[config.mk]
export PLATFORM = sky130hd
export DESIGN_NAME = rw_fault_mon
export DESIGN_NICKNAME = d
export VERILOG_FILES = /design/src/rtl/rwf_pkg.sv /design/src/rtl/rwf_qual.sv /design/src/rtl/rwf_enc.sv /design/src/rtl/rw_fault_mon.sv
export SDC_FILE = /design/constraint.sdc
export NUM_CORES = 1
export LEC_CHECK = 0
export ABC_AREA = 0
export BUFFER_PORTS_ARGS = -buffer_cell sky130_fd_sc_hd__buf_2
export CORE_MARGIN = 5
export CORE_UTILIZATION = 49
export DETAILED_ROUTE_END_ITERATION = 7
export PLACE_DENSITY = 0.81
export SLEW_MARGIN = 15
export SYNTH_ARGS = -nofsm -noshare
export SYNTH_HDL_FRONTEND = slang
export SYNTH_SLANG_ARGS = --single-unit
export TNS_END_PERCENT = 5
[constraint.sdc]
create_clock -name clk_i -period 1.3 [get_ports clk_i]
set_clock_uncertainty 0.15 [all_clocks]
set_input_delay 0.13 -clock clk_i [delete_from_list [all_inputs] [get_ports clk_i]]
set_output_delay 0.13 -clock clk_i [all_outputs]
set_load 0.05 [all_outputs]
[src/rtl/rwf_pkg.sv]
`timescale 1ns/1ps
package rwf_pkg;
  localparam int NUM_COND = 7;

  // condition index = priority (0 highest)
  typedef enum logic [2:0] {
    C_ERCUR_NOGATE = 3'd0,
    C_WR_NOERASE   = 3'd1,
    C_RD_AND_ER    = 3'd2,
    C_MULTI_HEAD   = 3'd3,
    C_WR_NOAC      = 3'd4,
    C_DC_NOWR      = 3'd5,
    C_ER_NORDY     = 3'd6
  } cond_e;

  // conditions that compare a gate against a sensed current
  localparam logic [NUM_COND-1:0] QUAL_MASK = 7'b011_0011;

  function automatic logic [2:0] code_of(input int idx);
    case (idx)
      0:       return 3'b100;
      1:       return 3'b010;
      2:       return 3'b110;
      3:       return 3'b101;
      4:       return 3'b101;
      5:       return 3'b011;
      6:       return 3'b111;
      default: return 3'b000;
    endcase
  endfunction
endpackage

[src/rtl/rwf_qual.sv]
`timescale 1ns/1ps
module rwf_qual #(
  parameter int SETTLE_CYC = 8,
  parameter bit QUAL       = 1'b1
) (
  input  logic clk_i,
  input  logic rst_ni,
  input  logic cond_i,
  output logic hit_o
);
  if (QUAL) begin : g_qual
    localparam int CW = $clog2(SETTLE_CYC + 1);
    localparam logic [CW-1:0] LAST = CW'(SETTLE_CYC - 1);
    logic [CW-1:0] cnt_q;

    always_ff @(posedge clk_i or negedge rst_ni) begin
      if (!rst_ni)          cnt_q <= '0;
      else if (!cond_i)     cnt_q <= '0;
      else if (cnt_q < LAST) cnt_q <= cnt_q + 1'b1;
    end

    assign hit_o = cond_i && (cnt_q >= LAST);

    AST_QUAL_CNT_SAT: assert property (@(posedge clk_i) disable iff (!rst_ni)
      cnt_q <= LAST);
    AST_QUAL_RESTART: assert property (@(posedge clk_i) disable iff (!rst_ni)
      !cond_i |=> cnt_q == '0);
  end else begin : g_direct
    assign hit_o = cond_i;
  end
endmodule

[src/rtl/rwf_enc.sv]
`timescale 1ns/1ps
module rwf_enc
  import rwf_pkg::*;
(
  input  logic [NUM_COND-1:0] lat_i,
  output logic [2:0]          code_o
);
  // scan from lowest priority up so index 0 wins
  always_comb begin
    code_o = 3'b000;
    for (int i = NUM_COND - 1; i >= 0; i--) begin
      if (lat_i[i]) code_o = code_of(i);
    end
  end
endmodule

[src/rtl/rw_fault_mon.sv]
`timescale 1ns/1ps
module rw_fault_mon
  import rwf_pkg::*;
#(
  parameter int SETTLE_CYC = 8
) (
  input  logic       clk_i,
  input  logic       rst_ni,
  input  logic       clr_i,
  input  logic       wr_gate_i,
  input  logic       rd_gate_i,
  input  logic       er_gate_i,
  input  logic       er_cur_i,
  input  logic       ac_wr_i,
  input  logic       dc_wr_i,
  input  logic       multi_head_i,
  input  logic       acc_rdy_i,
  output logic [2:0] code_o,
  output logic       fault_o
);
  logic [NUM_COND-1:0] cond, hit, lat_q;

  always_comb begin
    cond                 = '0;
    cond[C_ERCUR_NOGATE] = er_cur_i && !er_gate_i;
    cond[C_WR_NOERASE]   = wr_gate_i && !er_cur_i;
    cond[C_RD_AND_ER]    = rd_gate_i && er_gate_i;
    cond[C_MULTI_HEAD]   = multi_head_i;
    cond[C_WR_NOAC]      = wr_gate_i && !ac_wr_i;
    cond[C_DC_NOWR]      = dc_wr_i && !wr_gate_i;
    cond[C_ER_NORDY]     = er_gate_i && !acc_rdy_i;
  end

  for (genvar g = 0; g < NUM_COND; g++) begin : g_cond
    rwf_qual #(
      .SETTLE_CYC (SETTLE_CYC),
      .QUAL       (QUAL_MASK[g])
    ) u_qual (
      .clk_i  (clk_i),
      .rst_ni (rst_ni),
      .cond_i (cond[g]),
      .hit_o  (hit[g])
    );
  end

  always_ff @(posedge clk_i or negedge rst_ni) begin
    if (!rst_ni)    lat_q <= '0;
    else if (clr_i) lat_q <= '0;
    else            lat_q <= lat_q | hit;
  end

  rwf_enc u_enc (
    .lat_i  (lat_q),
    .code_o (code_o)
  );

  assign fault_o = |lat_q;

  AST_CLR_WINS: assert property (@(posedge clk_i) disable iff (!rst_ni)
    clr_i |=> !fault_o && code_o == 3'b000);
  AST_STICKY: assert property (@(posedge clk_i) disable iff (!rst_ni)
    fault_o && !clr_i |=> fault_o);
  AST_FLAG_CODE: assert property (@(posedge clk_i) disable iff (!rst_ni)
    fault_o == (code_o != 3'b000));
  AST_IMM_SET: assert property (@(posedge clk_i) disable iff (!rst_ni)
    (rd_gate_i && er_gate_i && !clr_i) |=> fault_o);
  AST_TOP_CODE: assert property (@(posedge clk_i) disable iff (!rst_ni)
    (er_cur_i && !er_gate_i && fault_o && !clr_i) |=> code_o == 3'b100 || $past(!lat_q[0]));
endmodule

After elaboration in Yosys (flattened, before gate mapping) --
Index checks and enable logic that the tools add are counted.
Word-level totals: word-level logic and storage cells 54, bits of input ports 11, register bits after elaboration 23
Operators by class: multiplexer cells 16, equal/unequal tests 4, order comparisons 8, bitwise gates (word level) 1, reductions and logical operators 16, add/sub/neg operators 4
Operators by type and width (number):
- two-way mux 4 bit | 8
- two-way mux 3 bit | 7
- adder 4 x 1 -> 4 bit, second input constant | 4
- >= comparator 4 x 3 -> 1 bit, second input constant | 4
- less-than comparator 4 x 3 -> 1 bit, second input constant | 4
- logical AND 1 bit | 10
- inequality test 2 bit, second input constant | 4
- two-way mux 7 bit | 1
- OR 7 bit | 1
- OR reduction 7 bit | 1
- zero test 1 bit | 5

Longest topological paths before layout --
Gate-level depths: netlist (run 1).
depth in word-level cells 7, depth in mapped cells 4, depth with buffers taken out 4

Cells and area by module --
From an unflattened synthesis (run 1), not the netlist that was laid out.
Unflattened totals: cells, all modules 110, area, all modules 1151.1 µm²
By module, submodules not included:
- rwf_qual at g_cond[0].u_qual ... | area each 196.4 µm², cells an instance 17, seq. area each 100.1 µm², instances 4
- rw_fault_mon | area each 280.3 µm², cells an instance 30, seq. area each 175.2 µm², instances 1
- rwf_enc | area each 62.6 µm², cells an instance 9, seq. area each 0.0 µm², instances 1
- rwf_qual at g_cond[2].u_qual ... | area each 7.5 µm², cells an instance 1, seq. area each 0.0 µm², instances 3

Least setup slack after synthesis (run 1) --
OpenSTA, ideal clock, no wires.
path type reg2out, from register lat_q[2], to output port code_o[0], path slack -937 ps, data arrival time 1957 ps, cell stages (with the launch flop) 2, path buffers 0, cell sequence dfrtp_1 -> nor4_1
Between the ends: word-level cells in the longest chain between the ends 3
Ends and longest elaborated chain:
- from (decl) | line rw_fault_mon.sv:21 | logic [NUM_COND-1:0] cond, hit, lat_q;
- from (signal assigned) | line rw_fault_mon.sv:49 | else lat_q <= lat_q | hit;
- two-way mux 3 bit (3 in a row) | line rwf_enc.sv:12 | if (lat_i[i]) code_o = code_of(i);
- to (decl) | line rw_fault_mon.sv:18 | output logic [2:0] code_o,
No other way between the ends.

Worst setup path after layout (run 1) --
from register lat_q[5], to output port code_o[0]
Between the ends: word-level cells in the longest chain between the ends 6
Ends and longest elaborated chain (line):
- two-way mux 3 bit (6 in a row) | rwf_enc.sv:12
No other way between the ends.

==> results.md, run 1 <==
* Worst skew pair latency at 300 ps
* Initial drt markers at 42
* Synthesized area at 0.00105 mm²
* DRT antenna net count at 0
* DRT Pass-1 Iters at 5
* Fmax achieved at 547 MHz
* Syn Nets at 111
* Worst slew pin tran at 509 ps
* CP arrival at 1550 ps
* Max Cap Viol at 0
* Die Y at 56.3 µm
* Worst EP required at 1020 ps
* Post-Synth Simple-Gate Area at 0.165
* Unrepaired setup endpoints after global routing: yes
* Mapped Cells at 96
* Power per cell area at 882 mW/mm²
* Ant diodes at 0
* Register-to-Register Path Depth at 4
* Routed len/inst at 17.9 µm
* Clock Tree Buf Depth at 2
* Setup slack, reg-to-reg at -20 ps
* Cell taking the most area after synthesis: dfrtp_1
* Dominant synthesized flop cell: dfrtp_1
* Hold Crit Class: input port to flop
* Area contributors post-synth: dfrtp_1 55%, nor2_1 7.5%, a21oi_1 5.7%
* Critical-path maximum fanout at 3
* CP endpoint kind: output port
* Failing checks: negative setup slack
* Placeable Area at 0.00200 mm²
* Fin Setup TNS at -1970 ps
* Clock sinks at 23
* DP HPWL at 1630 µm
* Ys Warns at 0
* Crit path launch type: flop
* Mux share of post-synthesis cell area at 0.0382
* Fillers at 104
* CP endpoint: code_o[0]
* Layout cells sized above 1 at 0.391
* Synth Area in Adders at 0.0477
* Place WS at -155 ps
* GRT Total Usage at 0.179
* Largest family of logic cells by synthesized area: simple AND/OR/NAND/NOR gates
* CTS Buf Count at 3
* Final nets at 154
* Synthesis-to-finish area growth at 46.9%
* Io pins at 15
* Final setup viols at 7
* Worst flop-to-flop path endpoint: g_cond[0].u_qual.g_qual.cnt_q[1]
* Final Hold Vio Count at 0
* Die width at 56.3 µm
* CTS tree: done
* Cell total after placement at 150
* Total die area at 0.00317 mm²
* Ys async rst share at 1.00
* LEAKAGE at 0.733 nW
* Largest net degree at the start of global routing at 24
* Post-DP Area at 0.00129 mm²
* Final WL at 2950 µm
* EDFF count, synth at 0
* XOR/XNOR share of the synthesized area at 0.0334
* Initial antenna violation count at 0
* CP Class: flop to output port
* Finished Cell Area at 0.00154 mm²
* Initial Util at 0.524
* Yosys top cell area share at 0.549
* Sequential fraction of the synthesis area at 0.549
* Peak supply drop at 0.542 mV
* DR vias at 936
* Min cycle time layout at 1830 ps
* H-tree Lvls at 1
* Clock slew at reported path FFs at 120 ps
* Global-route wire length before repair at 4460 µm
* Vias in the first global route at 930
* Final worst path period share at 1.41
* Outcome: finished, violations left
* Gr ovfl total at 0
* Num rows at 16
* #FFs+latches synth at 23
* IO buf count at 14
* Area fraction in compound gates after synthesis at 0.146
* Drt drc at 0
* Avg Cell Area, Syn at 10.9 µm²
* Reg-to-Reg Start: g_cond[0].u_qual.g_qual.cnt_q[0]
* Overall power at 1.36 mW
* Unique masters post-synth at 19
* Max transition margin at 0.661
* Root Driver: clkbuf_4
* Final std cells w/o fill at 165
* Count of pins over their slew limit at 0
* Routability Congestion at 0.799
* Crit path launch: lat_q[5]
* Post-DR vias/cell at 5.67
* Final worst slack at -527 ps
Yosys cell counts, types with 2 or more instances:
cell type,count
a21oi_1,12
a21oi_2,4
dfrtp_1,23
ha_1,4
inv_1,5
mux2i_1,4
nand2b_1,3
nand4b_1,4
nor2_1,21
nor4_1,2
o21ba_1,3
xnor2_1,4
worst min-delay path by stage:
| stage | start | to | slack, ps | cells after the start |
|---|---|---|---|---|
| after floorplan | rst_ni | g_cond[0].u_qual.g_qual.cnt_q[0] | -320 | 0 |
| after global placement | rst_ni | g_cond[1].u_qual.g_qual.cnt_q[1] | -40 | 1 |
| after detailed placement | rst_ni | g_cond[1].u_qual.g_qual.cnt_q[1] | -30 | 1 |
| after CTS | ac_wr_i | g_cond[4].u_qual.g_qual.cnt_q[3] | 20 | 3 |
| after global routing | er_cur_i | g_cond[0].u_qual.g_qual.cnt_q[3] | 50 | 3 |
| final | ac_wr_i | g_cond[4].u_qual.g_qual.cnt_q[1] | 30 | 3 |
per-layer routing:
metal  vias up  GRT usage  share of wire
met2        42      0.311           0.52
li1        415          -              -
met5         -          0              0
met1       471      0.224           0.41
met4         0     0.0712          0.022
met3         8     0.0229          0.050
area by class of cell:
cell class                 count  area [µm²]  area share
clock inverter                 1        5.00     0.00325
sequential                    23         579       0.376
clock buffer                   3        22.5      0.0146
inverter                       6        22.5      0.0146
multi-input combinational     67         578       0.375
tap                           27        33.8      0.0219
timing repair buffer          38         299       0.194
power breakdown:
group | switching [mW] | internal, mW
Combinational | 0.146 | 0.127
Clock | 0.209 | 0.115
Sequential | 0.0283 | 0.734
layout by cell type (no fill, tap or decap), drive strengths merged:
master,n
buf,30
dfrtp,23
nor2,21
a21oi,16
dlygate4sd3,8
inv,6
mux2i,4
xnor2,4
nand4b,4
nand2b,4
ha,4
o21ba,3
clkbuf,3
nor4,2
o21ai,1
a2111oi,1
o21bai,1
nand3b,1
or2,1
clkinv,1
kinds of logic after synthesis:
family                     count (synthesis)
adders and majority gates                  4
buffers and inverters                      6
and+or+nand+nor                           33
muxes                                      4
AOI/OAI and AO/OA                         22
xor gates and xnor gates                   4
DFF                                       23
critical path: stages, from the launching register on:
cell     delay, ps
dfrtp_1        480
nor4_4         370
buf_4          190
nor4_4          40
buf_6          160
sequential cells by signal (all words and copies together) (netlist names):
signal	count
lat_q	7
g_cond.u_qual.g_qual.cnt_q	16
metrics by stage:
step,hold WS [ps],utilization
floorplan,-316,-
global placement,-35.4,0.643
detailed placement,-25.6,0.643
CTS,19.5,0.740
global route,50.9,0.769
finish,33.7,0.769
timing repair:
action	4_1_cts	5_1_grt
hold buffers	8	0
endpoints found under the setup margin	14	18
buffers inserted	2	1
hold endpoints to repair	31	0
resized for setup	18	8
pin swaps	8	6
Power figures use the tool's default switching activity.
==> inputs of run 2 (changes only) <==
--- a/config.mk
+++ b/config.mk
@@ -8,9 +8,9 @@
 export ABC_AREA = 0
 export BUFFER_PORTS_ARGS = -buffer_cell sky130_fd_sc_hd__buf_2
 export CORE_MARGIN = 5
-export CORE_UTILIZATION = 49
+export CORE_UTILIZATION = 45
 export DETAILED_ROUTE_END_ITERATION = 7
-export PLACE_DENSITY = 0.81
+export PLACE_DENSITY = 0.76
 export SLEW_MARGIN = 15
 export SYNTH_ARGS = -nofsm -noshare
 export SYNTH_HDL_FRONTEND = slang
==> results.md, run 2 (synthesis results as in run 1) <==
* Final worst path period share at 1.34
* Final nets at 152
* Clock sinks at 23
* Place WS at -121 ps
* Hold_ws at 17.3 ps
* Max FFs per register at 16
* DRT antenna net count at 0
* Power per cell area at 886 mW/mm²
* Synthesis-to-finish area growth at 41.9%
* Placeable Area at 0.00221 mm²
* Commonest non-fill, non-tap cells in the layout: 21 x dfrtp_1, 20 x nor2_1, 15 x buf_4, 10 x buf_2, 9 x a21oi_1
* Num rows at 17
* Failing checks: negative setup slack
* Gr ovfl total at 0
* Overall power at 1.32 mW
* Routability Congestion at 0.836
* Vias in the first global route at 897
* Min cycle time layout at 1740 ps
* CP endpoint kind: output port
* Fmax achieved at 575 MHz
* Global-route wire length before repair at 3820 µm
* Initial antenna violation count at 0
* Clock Tree Buf Depth at 2
* LEAKAGE at 0.718 nW
* Count of pins over their slew limit at 0
* Hold Crit Class: input port to flop
* Post-DR vias/cell at 5.00
* CTS tree: done
* Unrepaired setup endpoints after global routing: yes
* DR vias at 820
* Final Hold Vio Count at 0
* Final worst slack at -439 ps
* Peak supply drop at 0.661 mV
* Clock slew at reported path FFs at 120 ps
* Outcome: finished, violations left
* DP HPWL at 1560 µm
* Largest net degree at the start of global routing at 24
* Fillers at 163
* Io pins at 15
* Routed len/inst at 13.4 µm
* Biggest register: g_cond.u_qual.g_qual.cnt_q
* Register-to-Register Path Depth at 4
* GRT Total Usage at 0.144
* Root Driver: clkbuf_4
* Initial Util at 0.474
* Largest regs: g_cond.u_qual.g_qual.cnt_q x16, lat_q x7
* IO buf count at 14
* CP arrival at 1460 ps
* Drt drc at 0
* Initial drt markers at 3
* Reg area at 578 µm²
* Worst EP required at 1020 ps
* Final setup viols at 5
* Multi-input logic area at 548 µm²
* Max Cap Viol at 0
* Critical-path maximum fanout at 4
* Max transition margin at 0.666
* Ant diodes at 0
* Worst slew pin tran at 501 ps
* CP Class: flop to output port
* CTS Buf Count at 3
* Final Core Density at 0.673
* Crit path launch type: flop
* Layout cells sized above 1 at 0.382
* DRT Pass-1 Iters at 3
* Die width at 58.3 µm
* Die Y at 58.3 µm
* Worst skew pair latency at 300 ps
* Final WL at 2200 µm
* Worst hold path cell count at 3
* H-tree Lvls at 1
* Commonest non-fill, non-tap cell in the layout: dfrtp_1
* Total die area at 0.00340 mm²
[run 2: timing repair]
| item | 4_1_cts | 5_1_grt |
|---|---|---|
| hold endpoints to repair | 32 | 0 |
| setup endpoints to repair | 15 | 16 |
| resized for setup | 15 | 7 |
| pin swaps | 8 | 5 |
| hold buffers | 8 | 0 |
| buffers inserted | 2 | 0 |
[run 2: final cells by class]
class,count,share of cell area
clock buffers,3,0.0151
clock inverters,1,0.00336
inverters,6,0.0151
multi-input cells,67,0.368
flip-flops and latches,23,0.389
well taps,28,0.0235
repair buffers,36,0.186
[run 2: final timing paths]
kind | start | slack, ps | end
max | lat_q[4] | -440 | code_o[0]
min | ac_wr_i | 20 | g_cond[4].u_qual.g_qual.cnt_q[0]
max reg2reg | g_cond[1].u_qual.g_qual.cnt_q[1] | -10 | g_cond[1].u_qual.g_qual.cnt_q[1]
min reg2reg | g_cond[0].u_qual.g_qual.cnt_q[3] | 440 | g_cond[0].u_qual.g_qual.cnt_q[3]
max in group asynchronous | rst_ni | 480 | lat_q[4]
min in group asynchronous | rst_ni | 160 | g_cond[4].u_qual.g_qual.cnt_q[1]
[run 2: through the flow]
step | cell area [µm²] | TNS [ps] | cells
3_3_place_gp | 1280 | -263 | 150
2_1_floorplan | 1090 | -425 | 96
6_report | 1490 | -1500 | 164
4_1_cts | 1460 | -1540 | 164
3_5_place_dp | 1280 | -676 | 150
5_1_grt | 1490 | -2240 | 164
[run 2: report_power, final]
group          total (mW)  switching [mW]  internal, mW
Clock               0.320           0.205         0.114
Sequential          0.753          0.0199         0.733
Combinational       0.245           0.131         0.114
Total                1.32           0.356         0.962
[run 2: critical path, stage by stage (launching register included)]
cell and delay (ps):
dfrtp_2 470, nor4_4 330, buf_4 170, nor4_4 30
buf_6 160
[run 2: metal layers]
layer / global-route usage / up-vias / share of wire
li1: - / 412 / -
met1: 0.180 / 393 / 0.44
met2: 0.257 / 13 / 0.52
met3: 0.0200 / 2 / 0.030
met4: 0.0397 / 0 / 0.0077
met5: 0 / - / 0
==> inputs of run 3 (changes only) <==
--- a/config.mk
+++ b/config.mk
@@ -6,11 +6,12 @@
 export NUM_CORES = 1
 export LEC_CHECK = 0
 export ABC_AREA = 0
-export BUFFER_PORTS_ARGS = -buffer_cell sky130_fd_sc_hd__buf_2
 export CORE_MARGIN = 5
 export CORE_UTILIZATION = 45
 export DETAILED_ROUTE_END_ITERATION = 7
-export PLACE_DENSITY = 0.76
+export DONT_BUFFER_PORTS = 1
+export PLACE_DENSITY = 0.7
+export SKIP_CTS_REPAIR_TIMING = 1
 export SLEW_MARGIN = 15
 export SYNTH_ARGS = -nofsm -noshare
 export SYNTH_HDL_FRONTEND = slang
==> results.md, run 3 (synthesis results as in run 1) <==
* Initial drt markers at 20
* LEAKAGE at 0.691 nW
* Commonest non-fill, non-tap cells in the layout: 21 x dfrtp_1, 19 x nor2_1, 11 x buf_4, 10 x a21oi_1, 10 x dlygate4sd3_1
* Biggest register: g_cond.u_qual.g_qual.cnt_q
* Total die area at 0.00340 mm²
* Largest regs: g_cond.u_qual.g_qual.cnt_q x16, lat_q x7
* Placeable Area at 0.00221 mm²
* Drt drc at 0
* Hold Crit Class: input port to asynchronous set/reset pin
* Fmax achieved at 576 MHz
* Final Hold Vio Count at 0
* Io pins at 15
* Min cycle time layout at 1740 ps
* Cell breakdown of the critical path: nor4_4 > buf_4 > nor4_4 > buf_12
* Max incr delay on CP at 450 ps
* Initial Util at 0.474
* Num rows at 17
* Outcome: finished, violations left
* Final worst slack at -437 ps
* Clock Tree Buf Depth at 2
* Fin Setup TNS at -1660 ps
* Die width at 58.3 µm
* Power per cell area at 887 mW/mm²
* DR vias at 812
* Routability Congestion at 0.819
* GRT Total Usage at 0.132
* Layout cells sized above 1 at 0.317
* CP max stage cell: dfrtp_1
* Failing checks: negative setup slack
* Clock sinks at 23
* CTS tree: done
* Crit path launch type: flop
* CP endpoint kind: output port
* Global-route wire length before repair at 3390 µm
* Worst slew pin tran at 360 ps
* Unrepaired setup endpoints after global routing: yes
* Max transition margin at 0.759
* Worst EP required at 1020 ps
* Crit path launch: lat_q[5]
* IO buf count at 0
* Gr ovfl total at 0
* DRT Pass-1 Iters at 4
* Synthesis-to-finish area growth at 43.6%
* Final nets at 142
* Initial antenna violation count at 0
* Multi-input logic area at 577 µm²
* Worst skew pair latency at 300 ps
* Most frequent CP cell: nor4_4
* CTS Buf Count at 3
* Vias in the first global route at 812
* Critical-path maximum fanout at 3
* Fillers at 175
* Root Driver: clkbuf_4
* Max FFs per register at 16
* Final worst path period share at 1.34
* Reg-to-Reg Start: g_cond[1].u_qual.g_qual.cnt_q[0]
* Reg area at 578 µm²
* CP Class: flop to output port
* Final Core Density at 0.680
* Die Y at 58.3 µm
* DP HPWL at 1580 µm
* Clock slew at reported path FFs at 120 ps
* CP arrival at 1460 ps
* Ant diodes at 0
* Peak supply drop at 0.739 mV
* Final WL at 2290 µm
* DRT antenna net count at 0
* Count of pins over their slew limit at 0
* Routed len/inst at 14.8 µm
* Post-DR vias/cell at 5.27
* H-tree Lvls at 1
* Max Cap Viol at 0
* Commonest non-fill, non-tap cell in the layout: dfrtp_1
* Final setup viols at 6
* Largest net degree at the start of global routing at 24
==> run 3: changes by cell type in the layout (fill, tap and decap cells not counted), moves of 2 or more <==
| cell | previous run | this run |
|---|---|---|
| buf_2 | 10 | 0 |
| buf_4 | 15 | 11 |
| buf_12 | 0 | 3 |
| dlygate4sd3_1 | 8 | 10 |
==> run 3: final timing paths <==
check / to / slack, ps / depth (start not counted)
setup / recovery: code_o[0] / -440 / 4
hold / removal: g_cond[4].u_qual.g_qual.cnt_q[1] / 80 / 2
setup reg to reg: g_cond[1].u_qual.g_qual.cnt_q[1] / -30 / 4
hold reg to reg: g_cond[5].u_qual.g_qual.cnt_q[3] / 430 / 2
max in group asynchronous: lat_q[3] / 770 / 2
min in group clk_i: lat_q[3] / 360 / 3
==> run 3: power by group <==
| part | switching [mW] | internal [mW] | total (mW) |
|---|---|---|---|
| Clock | 0.200 | 0.115 | 0.314 |
| Sequential | 0.0230 | 0.733 | 0.756 |
| Combinational | 0.136 | 0.129 | 0.265 |
==> run 3: final cells by class <==
class	instances	area share
timing repair buffer	26	0.176
clock buffer	3	0.0150
inverter	6	0.0150
multi-input combinational	67	0.383
sequential	23	0.384
clock inverter	1	0.00333
tap	28	0.0233
==> run 3: metrics by stage <==
stage	hold WS, ps	area, µm²	std cells	worst slack (ps)	power (mW)
after floorplan	-316	1090	96	-178	0.886
after global placement	-315	1250	138	-69.0	0.951
after detailed placement	-315	1250	138	-109	0.962
after CTS	-662	1280	142	-470	1.28
after global routing	76.2	1510	154	-509	1.41
final	77.9	1510	154	-437	1.34
==> run 3: critical path, delay by kind of cell (launching register included) <==
kind | cells | cell delay, ps
buffers and inverters | 2 | 330
and+or+nand+nor | 2 | 380
DFF | 1 | 450
==> run 3: metal layers <==
metal  wire length [µm]  share of wire  up-vias  track usage
met1                924           0.40      402        0.145
met2               1230           0.54       14        0.231
met4                 21         0.0092        0       0.0596
met3                107          0.047        2       0.0379
li1                   -              -      394            -
met5                  0              0        -            0
